File: src/rtl/pgreq_pkg.sv
package pgreq_pkg;
    typedef enum logic [1:0] {
        ST_IDLE  = 2'd0,
        ST_WR_LO = 2'd1,
        ST_WR_HI = 2'd2,
        ST_RESP  = 2'd3
    } pgreq_state_e;

    // payload flag positions
    localparam int PL_RD_BIT  = 0;
    localparam int PL_WR_BIT  = 1;
    localparam int PL_LST_BIT = 2;
    localparam int PL_GRP_LSB = 3;
    localparam int GRP_W      = 9;

    // low record doubleword layout
    localparam int REC_DID_LSB  = 0;
    localparam int REC_PV_BIT   = 32;
    localparam int REC_PRIV_BIT = 33;
    localparam int REC_EXEC_BIT = 34;
    localparam int REC_PID_LSB  = 44;
endpackage

File: src/rtl/pgreq_fmt.sv
module pgreq_fmt
    import pgreq_pkg::*;
#(
    parameter int DID_W = 24,
    parameter int PID_W = 20
) (
    input  logic [DID_W-1:0] did,
    input  logic             pv,
    input  logic [PID_W-1:0] pid,
    input  logic             priv,
    input  logic             exec,
    input  logic [63:0]      payload,
    input  logic             be,
    output logic [63:0]      dw_lo,
    output logic [63:0]      dw_hi
);
    localparam int NBYTES = 8;

    logic [63:0] raw_lo;
    logic [63:0] swp_lo;
    logic [63:0] swp_hi;

    always_comb begin
        raw_lo = '0;
        raw_lo[REC_DID_LSB +: DID_W] = did;
        raw_lo[REC_PV_BIT]           = pv;
        raw_lo[REC_PRIV_BIT]         = pv & priv;
        raw_lo[REC_EXEC_BIT]         = pv & exec;
        raw_lo[REC_PID_LSB +: PID_W] = pv ? pid : '0;
    end

    for (genvar b = 0; b < NBYTES; b++) begin : g_swap
        assign swp_lo[8*b +: 8] = raw_lo[8*(NBYTES-1-b) +: 8];
        assign swp_hi[8*b +: 8] = payload[8*(NBYTES-1-b) +: 8];
    end

    assign dw_lo = be ? swp_lo : raw_lo;
    assign dw_hi = be ? swp_hi : payload;
endmodule

File: src/rtl/pgreq_ring.sv
module pgreq_ring #(
    parameter int IDX_W = 4
) (
    input  logic             clk,
    input  logic             rst_n,
    input  logic             advance,
    input  logic [IDX_W-1:0] head,
    output logic [IDX_W-1:0] tail,
    output logic             full
);
    logic [IDX_W-1:0] tail_inc;

    assign tail_inc = tail + {{(IDX_W-1){1'b0}}, 1'b1};
    assign full     = (tail_inc == head);

    always_ff @(posedge clk or negedge rst_n) begin
        if (!rst_n)       tail <= '0;
        else if (advance) tail <= tail_inc;
    end
endmodule

File: src/rtl/pgreq_ring_writer.sv
module pgreq_ring_writer
    import pgreq_pkg::*;
#(
    parameter int ADDR_W = 40,
    parameter int IDX_W  = 4,
    parameter int DID_W  = 24,
    parameter int PID_W  = 20
) (
    input  logic              clk,
    input  logic              rst_n,
    input  logic              q_en,
    input  logic              irq_en,
    input  logic              big_endian,
    input  logic [ADDR_W-1:0] ring_base,
    input  logic [IDX_W-1:0]  sw_head,
    input  logic              clr_of,
    input  logic              clr_mf,
    input  logic              clr_irq,
    input  logic              msg_valid,
    output logic              msg_ready,
    input  logic [DID_W-1:0]  msg_did,
    input  logic              msg_pv,
    input  logic [PID_W-1:0]  msg_pid,
    input  logic              msg_priv,
    input  logic              msg_exec,
    input  logic [63:0]       msg_payload,
    output logic              wr_valid,
    input  logic              wr_ready,
    output logic [ADDR_W-1:0] wr_addr,
    output logic [63:0]       wr_data,
    input  logic              wr_fault,
    output logic              rsp_valid,
    input  logic              rsp_ready,
    output logic [DID_W-1:0]  rsp_did,
    output logic              rsp_pv,
    output logic [PID_W-1:0]  rsp_pid,
    output logic [GRP_W-1:0]  rsp_grp,
    output logic [IDX_W-1:0]  hw_tail,
    output logic              err_of,
    output logic              err_mf,
    output logic              irq_pend
);
    localparam int PAD_W = ADDR_W - IDX_W - 4;

    pgreq_state_e state, nxt;

    logic [DID_W-1:0] l_did;
    logic             l_pv, l_priv, l_exec;
    logic [PID_W-1:0] l_pid;
    logic [63:0]      l_pl;

    logic        full, blocked, acc, wr_hs;
    logic        in_need_rsp, l_need_rsp;
    logic        set_of, set_mf, advance, sel_hi;
    logic [63:0] dw_lo, dw_hi;

    pgreq_ring #(.IDX_W(IDX_W)) u_ring (
        .clk     (clk),
        .rst_n   (rst_n),
        .advance (advance),
        .head    (sw_head),
        .tail    (hw_tail),
        .full    (full)
    );

    pgreq_fmt #(.DID_W(DID_W), .PID_W(PID_W)) u_fmt (
        .did     (l_did),
        .pv      (l_pv),
        .pid     (l_pid),
        .priv    (l_priv),
        .exec    (l_exec),
        .payload (l_pl),
        .be      (big_endian),
        .dw_lo   (dw_lo),
        .dw_hi   (dw_hi)
    );

    assign blocked     = !q_en || err_of || err_mf;
    assign acc         = msg_valid && (state == ST_IDLE);
    assign wr_hs       = wr_valid && wr_ready;
    assign in_need_rsp = msg_payload[PL_LST_BIT] && (msg_payload[PL_RD_BIT] || msg_payload[PL_WR_BIT]);
    assign l_need_rsp  = l_pl[PL_LST_BIT] && (l_pl[PL_RD_BIT] || l_pl[PL_WR_BIT]);

    // state register
    always_ff @(posedge clk or negedge rst_n) begin
        if (!rst_n) state <= ST_IDLE;
        else        state <= nxt;
    end

    // next state and outputs
    always_comb begin
        nxt       = state;
        msg_ready = 1'b0;
        wr_valid  = 1'b0;
        sel_hi    = 1'b0;
        rsp_valid = 1'b0;
        set_of    = 1'b0;
        set_mf    = 1'b0;
        advance   = 1'b0;
        unique case (state)
            ST_IDLE: begin
                msg_ready = 1'b1;
                if (acc) begin
                    if (blocked || full) begin
                        set_of = !blocked;
                        nxt    = in_need_rsp ? ST_RESP : ST_IDLE;
                    end else begin
                        nxt = ST_WR_LO;
                    end
                end
            end
            ST_WR_LO: begin
                wr_valid = 1'b1;
                if (wr_hs) begin
                    if (wr_fault) begin
                        set_mf = 1'b1;
                        nxt    = l_need_rsp ? ST_RESP : ST_IDLE;
                    end else begin
                        nxt = ST_WR_HI;
                    end
                end
            end
            ST_WR_HI: begin
                wr_valid = 1'b1;
                sel_hi   = 1'b1;
                if (wr_hs) begin
                    if (wr_fault) begin
                        set_mf = 1'b1;
                        nxt    = l_need_rsp ? ST_RESP : ST_IDLE;
                    end else begin
                        advance = 1'b1;
                        nxt     = ST_IDLE;
                    end
                end
            end
            ST_RESP: begin
                rsp_valid = 1'b1;
                if (rsp_ready) nxt = ST_IDLE;
            end
        endcase
    end

    // message latch, status flags
    always_ff @(posedge clk or negedge rst_n) begin
        if (!rst_n) begin
            l_did    <= '0;
            l_pv     <= 1'b0;
            l_pid    <= '0;
            l_priv   <= 1'b0;
            l_exec   <= 1'b0;
            l_pl     <= '0;
            err_of   <= 1'b0;
            err_mf   <= 1'b0;
            irq_pend <= 1'b0;
        end else begin
            if (acc) begin
                l_did  <= msg_did;
                l_pv   <= msg_pv;
                l_pid  <= msg_pid;
                l_priv <= msg_priv;
                l_exec <= msg_exec;
                l_pl   <= msg_payload;
            end
            err_of   <= set_of | (err_of & ~clr_of);
            err_mf   <= set_mf | (err_mf & ~clr_mf);
            irq_pend <= (irq_en & (err_of | err_mf | advance)) | (irq_pend & ~clr_irq);
        end
    end

    assign wr_addr = ring_base + {{PAD_W{1'b0}}, hw_tail, sel_hi, 3'b000};
    assign wr_data = sel_hi ? dw_hi : dw_lo;
    assign rsp_did = l_did;
    assign rsp_pv  = l_pv;
    assign rsp_pid = l_pv ? l_pid : '0;
    assign rsp_grp = l_pl[PL_GRP_LSB +: GRP_W];

    assert_ready_idle_R1: assert property (@(posedge clk) disable iff (!rst_n)
        msg_ready |-> (!wr_valid && !rsp_valid));

    assert_tail_step_R5: assert property (@(posedge clk) disable iff (!rst_n)
        (hw_tail != $past(hw_tail)) |-> (hw_tail == $past(hw_tail) + 1'b1));

    assert_full_sets_of_R6: assert property (@(posedge clk) disable iff (!rst_n)
        (msg_valid && msg_ready && !blocked && full) |=> (err_of && !wr_valid));

    assert_fault_sets_mf_R7: assert property (@(posedge clk) disable iff (!rst_n)
        (wr_valid && wr_ready && wr_fault) |=> (err_mf && $stable(hw_tail)));

    assert_blocked_no_write_R8: assert property (@(posedge clk) disable iff (!rst_n)
        (msg_valid && msg_ready && blocked) |=> !wr_valid);

    assert_stop_no_rsp_R11: assert property (@(posedge clk) disable iff (!rst_n)
        rsp_valid |-> (l_pl[PL_LST_BIT] && (l_pl[PL_RD_BIT] || l_pl[PL_WR_BIT])));

    assert_irq_on_error_R12: assert property (@(posedge clk) disable iff (!rst_n)
        (irq_en && (err_of || err_mf)) |=> irq_pend);
endmodule

File: config.mk
export PLATFORM = sky130hd
export DESIGN_NAME = pgreq_ring_writer
export DESIGN_NICKNAME = d
export VERILOG_FILES = /design/src/rtl/pgreq_pkg.sv /design/src/rtl/pgreq_fmt.sv /design/src/rtl/pgreq_ring.sv /design/src/rtl/pgreq_ring_writer.sv
export SDC_FILE = /design/constraint.sdc
export NUM_CORES = 1
export LEC_CHECK = 0
export BUFFER_PORTS_ARGS = -buffer_cell sky130_fd_sc_hd__clkbuf_2
export CAP_MARGIN = 20
export CORE_MARGIN = 5
export CORE_UTILIZATION = 47
export CTS_CLUSTER_DIAMETER = 100
export DETAILED_ROUTE_END_ITERATION = 8
export GPL_TIMING_DRIVEN = 0
export HOLD_SLACK_MARGIN = 0.1
export PLACE_DENSITY = 0.77
export SLEW_MARGIN = 20
export SYNTH_ARGS = -nofsm -noshare
export SYNTH_HDL_FRONTEND = slang
export SYNTH_SLANG_ARGS = --single-unit
export TNS_END_PERCENT = 1
File: constraint.sdc
create_clock -name clk -period 3 [get_ports clk]
set_input_delay 0.6 -clock clk [delete_from_list [all_inputs] [get_ports clk]]
set_output_delay 0.6 -clock clk [all_outputs]
set_load 0.01 [all_outputs]
* Yosys cells after proc, flatten, opt, wreduce, memory -nomap -nowiden
Index checks and enable logic that the tools add are counted.
** Operators by class
- Add/sub/neg operators :: 2
- Multipliers :: 0
- Divide/modulo/power cells :: 0
- Order comparisons :: 0
- Equal/unequal tests :: 8
- Shift operators :: 0
- Mux-type cells :: 27
- Bitwise logic cells :: 14
- Reduce and logical (&&, ||, !) cells :: 14
** Operator list (count)
- 64-bit two-way mux :: 3
- 40-bit by 8-bit adder with 40-bit output :: 1
- 20-bit two-way mux :: 1
- 2-bit two-way mux :: 9
- 1-bit two-way mux :: 13
- 2-bit inequality test, second input constant :: 4
- 2-bit one-hot mux with 4 select lines :: 1
- 1-bit AND :: 6
- 1-bit logical OR :: 5
- 1-bit bitwise OR :: 5
- 4-bit by 1-bit adder with 4-bit output, second input constant :: 1
- 2-bit equality test, second input constant :: 2
- 4-bit equality test :: 1
- 1-bit logical AND :: 4
- 4-bit AND reduction :: 1
- 1-bit NOT :: 3
- 2-bit by 1-bit equality test with 1-bit output, second input constant :: 1
- 1-bit logical NOT :: 2
- 2-bit logical NOT :: 1
- 2-bit OR reduction :: 1
** Storage, ports and cells
- Register bits :: 120
- Latch bits :: 0
- Memory bits (writable) :: 0
- Memory bits (read-only) :: 0
- Input bits :: 167
- Logic and storage cells :: 76
- Memories :: 0

* Depth between registers and ports, before layout
- Depth in word-level cells :: 9
- Depth in mapped cells :: 10
- Mapped depth without buffers :: 9

* Modules after synthesis
From an unflattened synthesis, not the netlist that was laid out.
** Second synthesis, totals
- Cell total of the unflattened synthesis :: 760
- Area, all modules :: 8544.4 um2
** By module, submodules not included
- pgreq_ring_writer :: instances 1, cells an instance 510, area each 6583.8 um2, seq. area each 2902.8 um2
- pgreq_fmt :: instances 1, cells an instance 231, area each 1736.7 um2, seq. area each 0.0 um2
- pgreq_ring :: instances 1, cells an instance 19, area each 224.0 um2, seq. area each 100.1 um2

* Worst setup path before layout
OpenSTA, ideal clock, no wires.
- Path type :: reg-to-output
- Start :: register state[0]
- End :: output port wr_addr[23]
- Arrival :: 2.188 ns
- Setup slack :: 0.212 ns
- Stages on the path, launching flop included :: 11
- Buffers on the path :: 1
- Path through :: dfrtp_1 > inv_1 > ha_1 > ha_1 > fa_1 > a21oi_1 > o21ai_1 > and2_1 > buf_2 > nand4_1 > xnor2_1
** On the way
- Cells in the longest elaborated chain, start to end :: 3
** Ends and longest elaborated chain
- from (decl) :: line pgreq_ring_writer.sv:45 : pgreq_state_e state, nxt;
- from (signal assigned) :: line pgreq_ring_writer.sv:87 : else state <= nxt;
- 2-bit equality test :: line pgreq_ring_writer.sv:100 : unique case (state)
- 1-bit two-way mux :: line pgreq_ring_writer.sv:100
- 40-bit by 8-bit adder with 40-bit output :: line pgreq_ring_writer.sv:170 : assign wr_addr = ring_base + {{PAD_W{1'b0}}, hw_tail, sel_hi, 3'b000};
- to (decl) :: line pgreq_ring_writer.sv:29 : output logic [ADDR_W-1:0] wr_addr,
Every way passes these cells.

* Final worst setup path
- Start :: register state[1]
- End :: output port wr_addr[35]
Same word-level chain as after synthesis.

==> reports/qor.csv <==
stage,metric,value,unit
run_status,run_status,finished clean,
clock_tree,clk_latency,0.42,ns
synthesis,ys.flop_type,dfrtp_1,
timing,fin_crit_sh,0.9974,
routing,drt-total-wl,23150,um
timing,drv_slew,0,
setup_path,path_delay_family,adder cells,
timing,max_freq,0.3342,GHz
placement,place_ws,-0.1974,ns
timing,fin_tns_setup,0,ns
synthesis,ys_ff_latch,120,
global_route,track_usage,0.2588,
timing,fin_ws,0.007888,ns
routing,drtPass1Iterations,4,
clock_tree,clockBufferDepth,2,
floorplan,fp.coreArea,0.01503,mm2
cells_and_area,areaGrowthSynthToFinish,38.34,%
routing,vias,6159,
routing,drt_iter0_markers,270,
setup_path,crit_arrival,2.39,ns
setup_path,worstPathBufferInverterCount,2,
timing,worstMarginPinSlew,0.7938,ns
cells_and_area,antenna_cells,0,
placement,port_buffers,330,
routing,wire_per_inst,20.67,um
power_and_ir_drop,power_density,1057,mW/mm2
synthesis,syn_nets,742,
clock_tree,cts_tree,built,
cells_and_area,fillers,1208,
clock_tree,clkSinkCount,120,
min_path,hp-class,in -> reg,
synthesis,synth_edf_count,0,
setup_path,critPathKind,reg -> out,
flow_run,drv_cap,0,
cells_and_area,fin_nets,1099,
timing,hold_viol_final,0,
global_route,grt_first_pass_wirelength,35200,um
placement,dp_cells,1083,
global_route,grt_remaining_overflow,0,
routing,drtAntennaViolNets,0,
setup_path,end_kind,primary output,
timing,setup_violations,0,
clock_tree,numCtsBuffers,17,
floorplan,die_h,133.0,um
synthesis,syn_avg_cell_area,12.61,um2
floorplan,ioPinCount,335,
setup_path,crit_path_top_delay_cell,dfrtp_1,
floorplan,start_util,0.4731,
placement,gp_congestion,0.8794,
floorplan,num_rows,45,
synthesis,async_flop_share,1.000,
clock_tree,clk_pin_slew_worst_paths,0.06,ns
global_route,grt_pass1_vias,6342,
synthesis,seq_area_frac_synth,0.4222,
timing,rsz0062_at_grt,yes,
power_and_ir_drop,vdd_ir_drop_max,0.5908,mV
setup_path,startpoint_type,register,
global_route,grt_max_degree,90,
cells_and_area,fin_cells,1120,
timing,fin_skew,0.008643,ns
setup_path,path_cells,"ha_4, ha_4, fa_2, a21oi_4, o21ai_4, buf_6, nand3_2, nor2_1, xor2_1, buf_2",
synthesis,yosysUniqueCellTypes,43,
setup_path,max_stage_delay,0.41,ns
synthesis,yosysWarnings,0,
placement,dpl-instance-area,0.009035,mm2
timing,post-route-min-period,2.992,ns
setup_path,crit_top_cell,ha_4,
setup_path,cp.required,2.40,ns
global_route,antenna_found_initial,1,
timing,maxSlewHeadroom,0.4708,
clock_tree,root_buffer,clkbuf_16,
cells_and_area,stdcell_area,0.009838,mm2
floorplan,die_area,0.01769,mm2
cells_and_area,drive_gt1_frac,0.6320,
synthesis,synth_area,0.007112,mm2
floorplan,dieWidth,133.0,um
placement,hpwlAfterDp,17810,um
routing,vias_per_cell,5.499,
clock_tree,h-tree-depth,4,
synthesis,postSynthCellCount,564,
routing,route.detailed.drc,0,
setup_path,crit_fanout,6,
power_and_ir_drop,p_leak,4.799,nW
-- timing repair --
action | CTS | global route
buffers inserted | 5 | 2
resized for setup | 34 | 33
hold buffers | 1 | 0
hold endpoints to repair | 31 | 0
pin swaps | 9 | 8
endpoints found under the setup margin | 90 | 87
-- per-layer routing --
layer / wire, um / share of wire / GRT usage / up-vias
li1: - / - / - / 2773
met1: 8926 / 0.39 / 0.3099 / 3056
met2: 12010 / 0.52 / 0.4523 / 274
met3: 1472 / 0.064 / 0.05894 / 54
met4: 728 / 0.031 / 0.1010 / 2
met5: 13 / 0.00056 / 0 / -
-- flip-flops by register name (all words and copies together), names as in the netlist --
name / cells
l_pl: 64
rsp_did: 24
l_pid: 20
u_ring.tail: 4
state: 2
err_mf: 1
err_of: 1
irq_pend: 1
l_exec: 1
l_priv: 1
rsp_pv: 1
-- cell families after synthesis --
family | Yosys count | synth area share
XOR/XNOR | 43 | 0.05507
buffers and inverters | 54 | 0.03941
adder cells (fa/ha/maj) | 11 | 0.02041
multiplexers | 175 | 0.3364
AO/OA/AOI/OAI | 42 | 0.03659
AND/OR/NAND/NOR | 119 | 0.08990
flip-flops | 120 | 0.4222
-- where the power goes --
group	internal (mW)	total [mW]	switching (mW)
clock network	1.10	1.81	0.711
logic	2.81	5.46	2.64
registers	2.45	3.13	0.682
-- cell usage after synthesis (11+ instances only) --
| cell | n | share of area |
|---|---|---|
| nand4_1 | 14 | 0.012 |
| mux2_2 | 112 | 0.18 |
| xor2_1 | 11 | 0.014 |
| mux4_2 | 40 | 0.13 |
| nand2_1 | 35 | 0.018 |
| o21ai_0 | 13 | 0.0091 |
| xnor2_1 | 31 | 0.038 |
| dfrtp_1 | 120 | 0.42 |
| nor2_1 | 22 | 0.012 |
| buf_4 | 14 | 0.015 |
| mux2i_1 | 23 | 0.032 |
| and2_1 | 21 | 0.018 |
| buf_2 | 20 | 0.014 |
-- placed cells by master, fill, tap and decap left out, drive strengths merged, types with 2 or more instances in the layout --
| master | synthesis | final |
|---|---|---|
| nand3 | 9 | 9 |
| nor2 | 22 | 22 |
| and2 | 21 | 21 |
| xor2 | 11 | 11 |
| a21oi | 10 | 10 |
| inv | 9 | 9 |
| nor2b | 2 | 2 |
| nand4 | 15 | 15 |
| o21a | 2 | 2 |
| clkinv | 0 | 4 |
| clkbuf | 10 | 347 |
| and4 | 3 | 3 |
| mux2i | 23 | 23 |
| a21o | 2 | 2 |
| xnor2 | 31 | 31 |
| nand2 | 35 | 35 |
| o21ai | 14 | 14 |
| and3 | 2 | 2 |
| mux2 | 112 | 112 |
| dfrtp | 120 | 120 |
| buf | 35 | 57 |
| nor3 | 5 | 5 |
| ha | 10 | 10 |
| clkinvlp | 0 | 4 |
| o22ai | 5 | 5 |
| o211ai | 2 | 2 |
| nor4 | 2 | 2 |
| mux4 | 40 | 40 |
-- final timing paths --
path | start | cells past startpoint | slack, ns | to
setup / recovery | state[1] | 10 | 0.008 | wr_addr[35]
hold / removal | clr_mf | 2 | 0.37 | err_mf
setup reg to reg | state[1] | 7 | 0.63 | l_pl[2]
hold reg to reg | l_pid[2] | 1 | 0.50 | l_pid[2]
max in group asynchronous | rst_n | 3 | 1.59 | u_ring.tail[2]
min in group asynchronous | rst_n | 2 | 0.65 | rsp_did[11]
-- area by class of cell --
cell class / count / area (um2) / share of cell area
clock buffer: 22 / 474.2 / 0.04820
clock inverter: 8 / 50.05 / 0.005087
timing repair buffer: 339 / 1758 / 0.1787
sequential: 120 / 3007 / 0.3056
inverter: 9 / 33.78 / 0.003434
buffer: 44 / 280.3 / 0.02849
multi-input combinational: 390 / 4000 / 0.4066
tap: 188 / 235.2 / 0.02391
-- stage by stage --
| step | util | total power, mW | hold WS, ns |
|---|---|---|---|
| after floorplan | - | 6.295 | 0.3044 |
| after global placement | 0.5986 | 8.256 | 0.4779 |
| after detailed placement | 0.6010 | 8.407 | 0.4856 |
| after CTS | 0.6486 | 10.38 | 0.3492 |
| after global routing | 0.6544 | 11.00 | 0.3782 |
| final | 0.6544 | 10.40 | 0.3691 |
Note: power is estimated with default switching activity, not from simulation.
